## src/rtl/epc_pkg.sv

```systemverilog
package epc_pkg;
  typedef enum logic {
    PH_COLLECT = 1'b0,
    PH_PARKED  = 1'b1
  } phase_e;
endpackage

```

## src/rtl/epc_position_ctr.sv

```systemverilog
module epc_position_ctr #(
  parameter int FRAME_BITS = 8,
  localparam int POS_W = (FRAME_BITS > 2) ? $clog2(FRAME_BITS) : 1
) (
  input  logic             clk,
  input  logic             rst_n,
  input  logic             rearm,
  input  logic             take,
  output logic [POS_W-1:0] pos_q,
  output logic             at_last,
  output epc_pkg::phase_e  phase_q
);
  import epc_pkg::*;

  localparam logic [POS_W-1:0] LAST_POS = POS_W'(FRAME_BITS - 1);

  assign at_last = (pos_q == LAST_POS);

  always_ff @(posedge clk or negedge rst_n) begin
    if (!rst_n) begin
      pos_q   <= '0;
      phase_q <= PH_COLLECT;
    end else if (rearm) begin
      pos_q   <= '0;
      phase_q <= PH_COLLECT;
    end else if (take) begin
      if (at_last) begin
        pos_q   <= '0;
        phase_q <= PH_PARKED;
      end else begin
        pos_q   <= pos_q + POS_W'(1);
      end
    end
  end
endmodule

```

## config.mk

```make
export PLATFORM = sky130hd
export DESIGN_NAME = epc_position_ctr
export DESIGN_NICKNAME = d
export VERILOG_FILES = /design/src/rtl/epc_pkg.sv /design/src/rtl/epc_position_ctr.sv
export SDC_FILE = /design/constraint.sdc
export NUM_CORES = 1
export LEC_CHECK = 0
export BUFFER_PORTS_ARGS = -buffer_cell sky130_fd_sc_hd__buf_2
export CAP_MARGIN = 25
export CORE_AREA = 2 2 39 41
export DETAILED_ROUTE_END_ITERATION = 7
export DIE_AREA = 0 0 41 43
export GPL_TIMING_DRIVEN = 0
export SYNTH_ARGS = -nofsm -noshare
export SYNTH_HDL_FRONTEND = slang
export SYNTH_SLANG_ARGS = --single-unit
```

## constraint.sdc

```tcl
create_clock -name clk -period 1.9 [get_ports clk]
set_input_delay 0.095 -clock clk [delete_from_list [all_inputs] [get_ports clk]]
set_output_delay 0.095 -clock clk [all_outputs]
set_load 0.01 [all_outputs]
```

======== Word-level counts from Yosys, hierarchy flattened ========
Index checks and enable logic that the tools add are counted.
cells by class
  reduce and logical (&&, ||, !) cells .... 3
  add/sub/neg operators ................... 1
  eq/ne operators ......................... 1
  multiplexer cells ....................... 6
operators with widths
  cell                                                           number
  3-bit 2-to-1 mux                                               3
  2-bit nonzero test                                             2
  3-bit by 1-bit adder with 3-bit output, second input constant  1
  3-bit equality test, second input constant                     1
  1-bit 2-to-1 mux                                               3
  2-bit AND reduction                                            1
storage, ports and cells
  logic and storage cells ................. 13
  flip-flop bits (word level) ............. 4
  output and inout port bits .............. 5

======== Depth between registers and ports, before layout ========
Gate-level depths: netlist of run 1.
  depth in word-level cells ............... 4
  mapped depth ............................ 4
  mapped depth without buffers ............ 4

======== Worst setup path after synthesis of run 1 ========
Ideal clock, no wire load.
  kind .................................... register to register
  from .................................... register pos_q[0]
  to ...................................... register pos_q[0]
  library setup time ...................... 0.073 ns
  arrival time ............................ 1.347 ns
  cell stages (with the launch flop) ...... 5
  data required time ...................... 1.827 ns
  path slack .............................. 0.480 ns
  cell sequence ........................... dfrtp_1 -> ha_1 -> ha_1 -> or3b_1 -> a21oi_2
between the ends
  word-level cells in the longest chain between the ends .. 4
ends and longest elaborated chain
  what                    RTL line                text
  start, declared         epc_position_ctr.sv:9   output logic [POS_W-1:0] pos_q,
  start signal, assigned  epc_position_ctr.sv:31  pos_q <= pos_q + POS_W'(1);
  3-bit equality test     epc_position_ctr.sv:17  assign at_last = (pos_q == LAST_POS);
  via at_last             epc_position_ctr.sv:10  output logic at_last,
  3-bit 2-to-1 mux        epc_position_ctr.sv:27  if (at_last) begin
  3-bit 2-to-1 mux        epc_position_ctr.sv:26  end else if (take) begin
  3-bit 2-to-1 mux        epc_position_ctr.sv:23  end else if (rearm) begin
The timed path passes the listed nets, and every way through them passes these cells. The select of a mux whose other input is x is not followed.
A chain may end at the register's enable or synchronous reset.

======== Worst setup path after layout of run 1 ========
  from .................................... register pos_q[0]
  to ...................................... register pos_q[0]
between the ends
  word-level cells in the longest chain between the ends .. 4
ends and longest elaborated chain
  what                                                                           RTL line
  3-bit by 1-bit adder with 3-bit output or 3-bit equality test (tied branches)  epc_position_ctr.sv:31, epc_position_ctr.sv:17
  3-bit 2-to-1 mux *                                                             epc_position_ctr.sv:27
  3-bit 2-to-1 mux *                                                             epc_position_ctr.sv:26
  3-bit 2-to-1 mux *                                                             epc_position_ctr.sv:23
Every way passes the cells marked *; elsewhere a longest branch is shown, timed or not. The select of a mux whose other input is x is not followed.

==> impl_results.md, run 1 <==
- Hold path cells: 2
- Maxcap violations: 0
- Placer Congestion: approximately 0.54
- CTS tree: done
- DRC viols: 0
- CP max stage cell: or3b_1
- Post-route ant nets: 0
- Vias in the first global route: approximately 150
- Crit path kind: reg -> reg
- Longest Clk Path Bufs: 2
- Avg WL per Cell: between 8 and 9 µm
- Sequential share of power: a little over two fifths
- Post-Layout Cell Count: between 40 and 50
- Initial antenna violation count: 0
- Post-Syn Area: roughly 190 µm²
- Core Region: approximately 0.0014 mm²
- Die ar.: approximately 0.0018 mm²
- CTS sink cnt: 4
- Largest net degree at the start of global routing: 6
- Sequential area share after synthesis: between 50% and 60%
- Seq cells post-synth: 4
- P_sw: between 40 and 50 µW
- Worst Path Required: roughly 2100 ps
- Final setup viols: 0
- Max Slew Vio Count: 0
- Hold WC Path Type: in -> reg
- Clk Latency, worst-skew pair: between 200 and 250 ps
- Layout Nets: 35
- Synthesized area per cell: 12.3 µm²
- Logic pwr share: 10.7%
- Design area: 278 µm²
- Via count: about 160
- Worst VDD drop: between 0.0001 and 0.00015 V
- Area growth syn-to-layout: 50.0%
- Vias per cell: 3.60
- Status: completed
- Register area: 100 µm²
- CTS Buf Count: 3
- Routed wire length: about 380 µm
- R2R depth: 4
- Hold Violations, Final: 0
- Part of the cycle the worst path needs: between 70% and 80%
- First-pass GRT wire length: roughly 540 µm
- 1st-iter DRT viols: 3
- I/O pin total: 9
- Fmax: 0.716 GHz
- Pwr dens: roughly 780 mW/mm²
- Syn nets: 21
- Internal power: roughly 170 µW
- Min Hold Slack: approximately 73 ps
- Lkg Pwr: between 0.15 and 0.2 nW
- Gr usage total: roughly 5.6%
- Synth area leaders: dfrtp_1 (54%), ha_1 (14%), mux2i_1 (11%)
- Most frequent cells in the layout: buf_2 (8), dfrtp_1 (4), nor2_1 (3), clkbuf_4 (3)
- Fillers: 152
- Slew headroom: 91.2%
- Layout cells sized above 1: between 40 and 50%
- H-tree depth: 1
- Commonest non-fill, non-tap cell in the layout: buf_2
- Worst-path clk slew: approximately 40 ps
- GRT overflow: 0
- Power, Total: between 200 and 250 µW
- Clock root buffer: clkbuf_4
- Buffers on Ports: 8
- Setup crit start kind: flop
- RSZ-0062 raised after global routing: false
- Yosys Warn Count: 0
- Setup TNS: 0 ps
- Syn Inst Count: 15
- Multi-input gate area in the final layout: 85.1 µm²
- Worst stage delay on the critical path: 400 ps
- Die Span Y: roughly 43 µm
- Yosys top cell area share: between 50% and 60%
- Most common cell on crit path: ha_1
- Initial Util: a little over an eighth
- Worst-Margin Slew: between 100 and 150 ps
- Clock Skew: 0.198 ps
- Min Clock Period, post-route: about 1400 ps
- Dpl cell area: ~250 µm²
- CP Data Arrival Time: ~1600 ps
- Synth unique cells: 8
- Die width: between 40 and 50 µm
- CP cell instances: ha_1 -> ha_1 -> or3b_1 -> a21oi_2
- CP Max Fanout: 4
- Post-cts repair resize count: 0
- Pre-antenna DRT Iters: 2
- Core Rows: 14
- Clock power frac: around 47%
- Placed Cells incl. Taps: 39
- Switching Share: a little over a fifth
- Kind of end point of the critical path: flop
- Ant. Diodes: 0
- Area leader, netlist: dfrtp_1
==> critical path, delay by kind of cell (launching register included) <==
family / cells / cell delay (ps)
DFF: 1 / 390
AOI/OAI and AO/OA: 1 / 120
adders and majority gates: 2 / 410
and+or+nand+nor: 1 / 400
==> Yosys cell counts (all sizes together) <==
cell type  count
dfrtp          4
mux2i          2
nand2b         1
or3b           1
nor2           3
ha             2
a21oi          2
==> through the flow <==
step / setup WS (ps) / utilization, %
global placement: 521 / 17.7
detailed placement: 509 / 17.7
CTS: 493 / 20.1
global route: 430 / 20.1
finish: 504 / 20.1
floorplan: 480 / -
==> layout make-up <==
class | count | area share [%]
Sequential cell | 4 | 36.0
Multi-Input combinational cell | 11 | 30.6
Timing Repair Buffer | 9 | 18.0
Clock buffer | 3 | 8.11
Tap cell | 16 | 7.21
==> cells by family after synthesis <==
group / share of synthesized area [%]
AO/OA/AOI/OAI: 7.43
adder cells (fa/ha/maj): 13.5
flip-flops: 54.1
multiplexers: 10.8
AND/OR/NAND/NOR: 14.2
==> power groups by stage <==
| stage | Clock, mW | Combinational, mW | Sequential, mW |
|---|---|---|---|
| 3_5_place_dp | 0 | 0.0218 | 0.0929 |
| 3_3_place_gp | 0 | 0.0212 | 0.0925 |
| 4_1_cts | 0.111 | 0.0236 | 0.0918 |
| 6_report | 0.103 | 0.0234 | 0.0918 |
| 5_1_grt | 0.121 | 0.0261 | 0.0921 |
| 2_1_floorplan | 0 | 0.00848 | 0.0943 |
==> worst paths after layout <==
kind | endpoint | slack (ps) | startpoint
worst max-delay path | pos_q[0] | 500 | pos_q[0]
worst min-delay path | pos_q[0] | 70 | rearm
worst max register to register | pos_q[0] | 500 | pos_q[0]
worst min register to register | phase_q | 490 | phase_q
max in group asynchronous | pos_q[0] | 1570 | rst_n
min in group asynchronous | phase_q | 210 | rst_n
==> registers in the layout (all words and copies together) (netlist names) <==
register,cells
phase_q,1
pos_q,3
==> metal layers <==
metal	GRT usage [%]	vias up	routed length [µm]
met2	6.25	9	166
met4	8.00	0	0
li1	-	78	-
met3	4.71	0	47
met5	0	-	0
met1	4.87	68	169
==> timing repair <==
item | 4_1_cts | 5_1_grt
endpoints found under the setup margin | 0 | 0
buffers inserted | 0 | 0
hold buffers | 1 | 0
hold endpoints to repair | 4 | 0
(Power assumes the default switching activity.)
==> run 2, diff against run 1 <==
==> constraint.sdc (replaced) <==
create_clock -name clk -period 1.3 [get_ports clk]
set_input_delay 0.065 -clock clk [delete_from_list [all_inputs] [get_ports clk]]
set_output_delay 0.065 -clock clk [all_outputs]
set_load 0.01 [all_outputs]
==> run 2 against run 1 <==
Effect of this change:
- sequential power rose by 46%
- highest routed layer is now met4
- maximum frequency rose by 8.6%
- utilization rose by 2.9 points
- critical path type unchanged
- critical endpoint unchanged
- clock skew rose by 1.9 ps
- first-iteration DRC count fell by 67%
- largest cell class is now multi-input gates
- via count rose by 15%
- cell area rose by 14%
- register-to-register slack got worse by 490 ps
==> impl_results.md, run 2 (synthesis gave the netlist of run 1 again) <==
- Final setup viols: 0
- FF-to-FF End: pos_q[0]
- Internal power: approximately 260 µW
- Hold WC Path Type: in -> reg
- Clk Latency, worst-skew pair: approximately 240 ps
- Crit path kind: reg -> reg
- Sequential share of power: 39.9%
- Layout cells sized above 1: approximately 60%
- Layout Utilization: between 20% and 30%
- Avg WL per Cell: ~10 µm
- Gr usage total: 6.95%
- Post-route ant nets: 0
- Fillers: 160
- Max Slew Vio Count: 0
- Vias per cell: between 3 and 4
- Placer Congestion: roughly 0.55
- Largest net degree at the start of global routing: 6
- Slew headroom: 88.8%
- CTS tree: done
- CTS sink cnt: 4
- R2r setup slk: approximately 15 ps
- DRC viols: 0
- Hold EP: pos_q[0]
- Lkg Pwr: 0.168 nW
- P_sw: 74.1 µW
- Pre-antenna DRT Iters: 2
- Kind of end point of the critical path: flop
- Buffers on Ports: 8
- Ant. Diodes: 0
- Worst Path Required: between 1000 and 1500 ps
- Layout Nets: 38
- Placed Cells incl. Taps: 39
- Critical R2R Launch: pos_q[0]
- Routed wire length: 473 µm
- Commonest non-fill, non-tap cell in the layout: buf_2
- R2R depth: 4
- Status: completed
- Critical path startpoint: pos_q[0]
- Post-Layout Cell Count: between 40 and 50
- Die Span Y: about 43 µm
- Die ar.: between 0.0015 and 0.002 mm²
- Part of the cycle the worst path needs: between 90% and 100%
- Initial antenna violation count: 0
- Longest Clk Path Bufs: 2
- Core Rows: 14
- CP Data Arrival Time: 1450 ps
- Worst VDD drop: about 0.00030 V
- H-tree depth: 1
- Core Region: 0.00138 mm²
- Switching Share: roughly 22%
- Top Registers: pos_q (3), phase_q (1)
- GRT overflow: 0
- Clock power frac: between 40% and 50%
- Most frequent cells in the layout: buf_2 (8), dfrtp_1 (4), nor2_1 (3), clkbuf_4 (3), buf_4 (3)
- Vias in the first global route: around 190
- Setup crit start kind: flop
- Logic pwr share: 14.3%
- Hold path startpoint: rearm
- 1st-iter DRT viols: 1
- RSZ-0062 raised after global routing: true
- Via count: 179
- Worst-Margin Slew: about 170 ps
- CP Max Fanout: 3
- Clock Skew: 2.12 ps
- Pwr dens: 1050 mW/mm²
- Min Clock Period, post-route: 1290 ps
- Max reg flops: 3
- Fmax: between 0.7 and 0.8 GHz
- Initial Util: 13.4%
- I/O pin total: 9
- Worst-path clk slew: approximately 40 ps
- CTS Buf Count: 3
- Area growth syn-to-layout: 71.6%
- Die width: between 40 and 50 µm
- Hold path cells: 2
- Clock root buffer: clkbuf_4
- Largest register by flop count: pos_q
- Maxcap violations: 0
- Setup TNS: 0 ps
- First-pass GRT wire length: 717 µm
- Hold Violations, Final: 0
==> run 2: cell count changes in the layout (fill, tap and decap cells not counted) <==
cell and change:
buf_4 +3, ha_1 -2, ha_2 +1, ha_4 +1, or3b_1 -1, or3b_4 +1
==> run 2: worst max-delay path by stage <==
stage | endpoint | slack, ps | depth (start not counted)
6_report | pos_q[0] | 10 | 4
5_1_grt | pos_q[0] | -30 | 4
4_1_cts | pos_q[0] | 3 | 4
3_5_place_dp | pos_q[0] | 2 | 4
3_3_place_gp | pos_q[0] | 8 | 4
2_1_floorplan | pos_q[0] | -10 | 4
==> run 2: per-stage QoR <==
step / hold WS, ps / cell area, µm² / total power [mW] / setup slack (ps)
finish: 37.0 / 318 / 0.335 / 14.9
global route: 44.7 / 318 / 0.356 / -32.8
CTS: 34.0 / 308 / 0.340 / 2.93
detailed placement: -127 / 260 / 0.169 / 2.17
global placement: -128 / 260 / 0.168 / 7.63
floorplan: -231 / 200 / 0.152 / -15.0
==> run 2: per-layer routing <==
| layer | up-vias | track usage [%] | routed length, µm |
|---|---|---|---|
| met5 | - | 0 | 0 |
| met4 | 0 | 8.00 | 23 |
| met3 | 4 | 4.71 | 61 |
| met2 | 11 | 9.69 | 226 |
| met1 | 82 | 5.52 | 161 |
| li1 | 82 | - | - |
==> run 2: final cells by class <==
type	instances	area [µm²]	share of cell area, %
tap	16	20.0	6.30
timing repair buffer	12	72.6	22.8
multi-input combinational	11	103	32.3
sequential	4	100	31.5
clock buffer	3	22.5	7.09
==> run 2: timing repair <==
action                                  4_1_cts  5_1_grt
endpoints found under the setup margin        1        1
pin swaps                                     0        1
setup buffers                                 2        1
hold endpoints to repair                      4        0
gates resized for setup                       0        1
hold buffers                                  1        0
==> run 2: power by group through the flow <==
stage          clock network, mW  logic (mW)  registers, mW
3_5_place_dp                   0      0.0331          0.136
4_1_cts                    0.163      0.0433          0.133
6_report                   0.153      0.0479          0.134
5_1_grt                    0.167      0.0548          0.134
3_3_place_gp                   0      0.0320          0.136
2_1_floorplan                  0      0.0134          0.138
==> run 2: critical path, stage by stage (launching register included) <==
cell	delay [ps]
dfrtp_1	380
ha_2	200
ha_4	160
or3b_4	360
a21oi_2	110
==> run 3, diff against run 2 <==
==> constraint.sdc (replaced) <==
create_clock -name clk -period 1.4 [get_ports clk]
set_input_delay 0.07 -clock clk [delete_from_list [all_inputs] [get_ports clk]]
set_output_delay 0.07 -clock clk [all_outputs]
set_load 0.01 [all_outputs]
==> run 3 against run 2 <==
Effect of this change:
- clock skew shrank 0.64 ps
- clock-buffer cell count unchanged
- utilization is 1.6 points lower
- hold slack improved by 9.2 ps
- die area unchanged
- wire length down 17%
- critical endpoint unchanged
- largest power group unchanged
==> impl_results.md, run 3 (synthesis gave the netlist of run 1 again) <==
- Status: completed
- CP Max Fanout: 4
- CTS sink cnt: 4
- Worst VDD drop: around 0.00017 V
- Placed Cells incl. Taps: 39
- Die ar.: approximately 0.0018 mm²
- Min Hold Slack: between 40 and 50 ps
- Via count: 158
- DRC viols: 0
- Clk Latency, worst-skew pair: 230 ps
- Most frequent cells in the layout: buf_2 (8), dfrtp_1 (4), nor2_1 (3), clkbuf_4 (3), mux2i_1 (2)
- Pwr dens: a little over 1000 mW/mm²
- Setup crit start kind: flop
- Hold WC Path Type: in -> reg
- Routed wire length: slightly below 400 µm
- Max reg flops: 3
- Avg WL per Cell: a little over 9 µm
- Worst-path clk slew: 40 ps
- Longest Clk Path Bufs: 2
- Met3 Use GR: under 10%
- Post-Layout Cell Count: between 40 and 50
- Top Registers: pos_q (3), phase_q (1)
- Vias per cell: 3.67
- I/O pin total: 9
- Initial Util: between 10% and 20%
- First-pass GRT wire length: 524 µm
- CP Data Arrival Time: 1510 ps
- Layout Nets: 35
- Gr usage total: roughly 5.5%
- Area growth syn-to-layout: 59.5%
- Register area: around 100 µm²
- Fmax: roughly 0.74 GHz
- Hold Violations, Final: 0
- Kind of end point of the critical path: flop
- Layout cells sized above 1: 55.6%
- CP max stage cell: dfrtp_1
- GR peak layer: met2
- Min Clock Period, post-route: 1340 ps
- 1st-iter DRT viols: 0
- Die width: roughly 41 µm
- Maxcap violations: 0
- Setup TNS: 0 ps
- Met2 Track Usage GR: under 10%
- Crit path kind: reg -> reg
- Max Slew Vio Count: 0
- Worst-Margin Slew: roughly 130 ps
- Post-route ant nets: 0
- Multi-input gate area in the final layout: 103 µm²
- Clock root buffer: clkbuf_4
- Power, Total: 297 µW
- Placer Congestion: 0.534
- Ant. Diodes: 0
- Slew headroom: ~91%
- Worst Path Required: between 1500 and 2000 ps
- Pre-antenna DRT Iters: 1
- Fillers: about 160
- Final setup viols: 0
- Part of the cycle the worst path needs: between 90% and 100%
- Lkg Pwr: 0.152 nW
- CTS tree: done
- Core Region: between 0.001 and 0.0015 mm²
- Largest net degree at the start of global routing: 6
- Initial antenna violation count: 0
- CTS Buf Count: 3
- Die Span Y: ~43 µm
- GRT overflow: 0
- Largest register by flop count: pos_q
- Grt met1 use: under 10%
- CP cell instances: ha_2 -> ha_4 -> or3b_4 -> a21oi_2
- Core Rows: 14
- Worst stage delay on the critical path: approximately 400 ps
- Vias in the first global route: around 160
- Buffers on Ports: 8
- Clock Skew: approximately 1.5 ps
- H-tree depth: 1
- Commonest non-fill, non-tap cell in the layout: buf_2
run 3: path summary, 6_finish.rpt:
check                      startpoint  endpoint  slack [ps]  cells after the start
max in group asynchronous       rst_n  pos_q[2]        1110                      2
hold reg to reg               phase_q   phase_q         480                      2
min in group asynchronous       rst_n   phase_q         170                      2
setup / recovery             pos_q[0]  pos_q[0]          60                      4
setup reg to reg             pos_q[0]  pos_q[0]          60                      4
hold / removal                  rearm  pos_q[0]          50                      2
run 3: per-layer routing:
layer | routed length [µm] | vias up
met1 | 141 | 71
met2 | 195 | 9
met5 | 0 | -
met4 | 0 | 0
li1 | - | 78
met3 | 54 | 0
run 3: timing repair:
item	4_1_cts	5_1_grt
setup buffers	0	0
gates resized for setup	0	3
hold buffers	1	0
endpoints found under the setup margin	0	1
hold endpoints to repair	4	0
run 3: critical path: cells and delay by family, from the launching register on:
family	cells	cell delay, ps
AND/OR/NAND/NOR	1	390
adder cells (fa/ha/maj)	2	360
AO/OA/AOI/OAI	1	130
flip-flops	1	400
run 3: metrics by stage:
step	cell area, µm²	worst slack [ps]	utilization (%)
final	295	55.4	21.3
after global routing	295	-0.00677	21.3
after CTS	280	22.8	20.3
after detailed placement	248	39.3	17.9
after global placement	248	44.6	17.9
after floorplan	188	18.3	-
run 3: area by class of cell:
cell class	count	area share, %
well taps	16	6.78
clock buffers	3	7.63
repair buffers	9	16.9
multi-input cells	11	34.7
flip-flops and latches	4	33.9
run 3: power by group:
group	switching, mW	internal [mW]	leakage, nW	total [mW]
registers	0.00429	0.121	0.0545	0.125
logic	0.0161	0.0182	0.0841	0.0343
clock network	0.0422	0.0955	0.0138	0.138
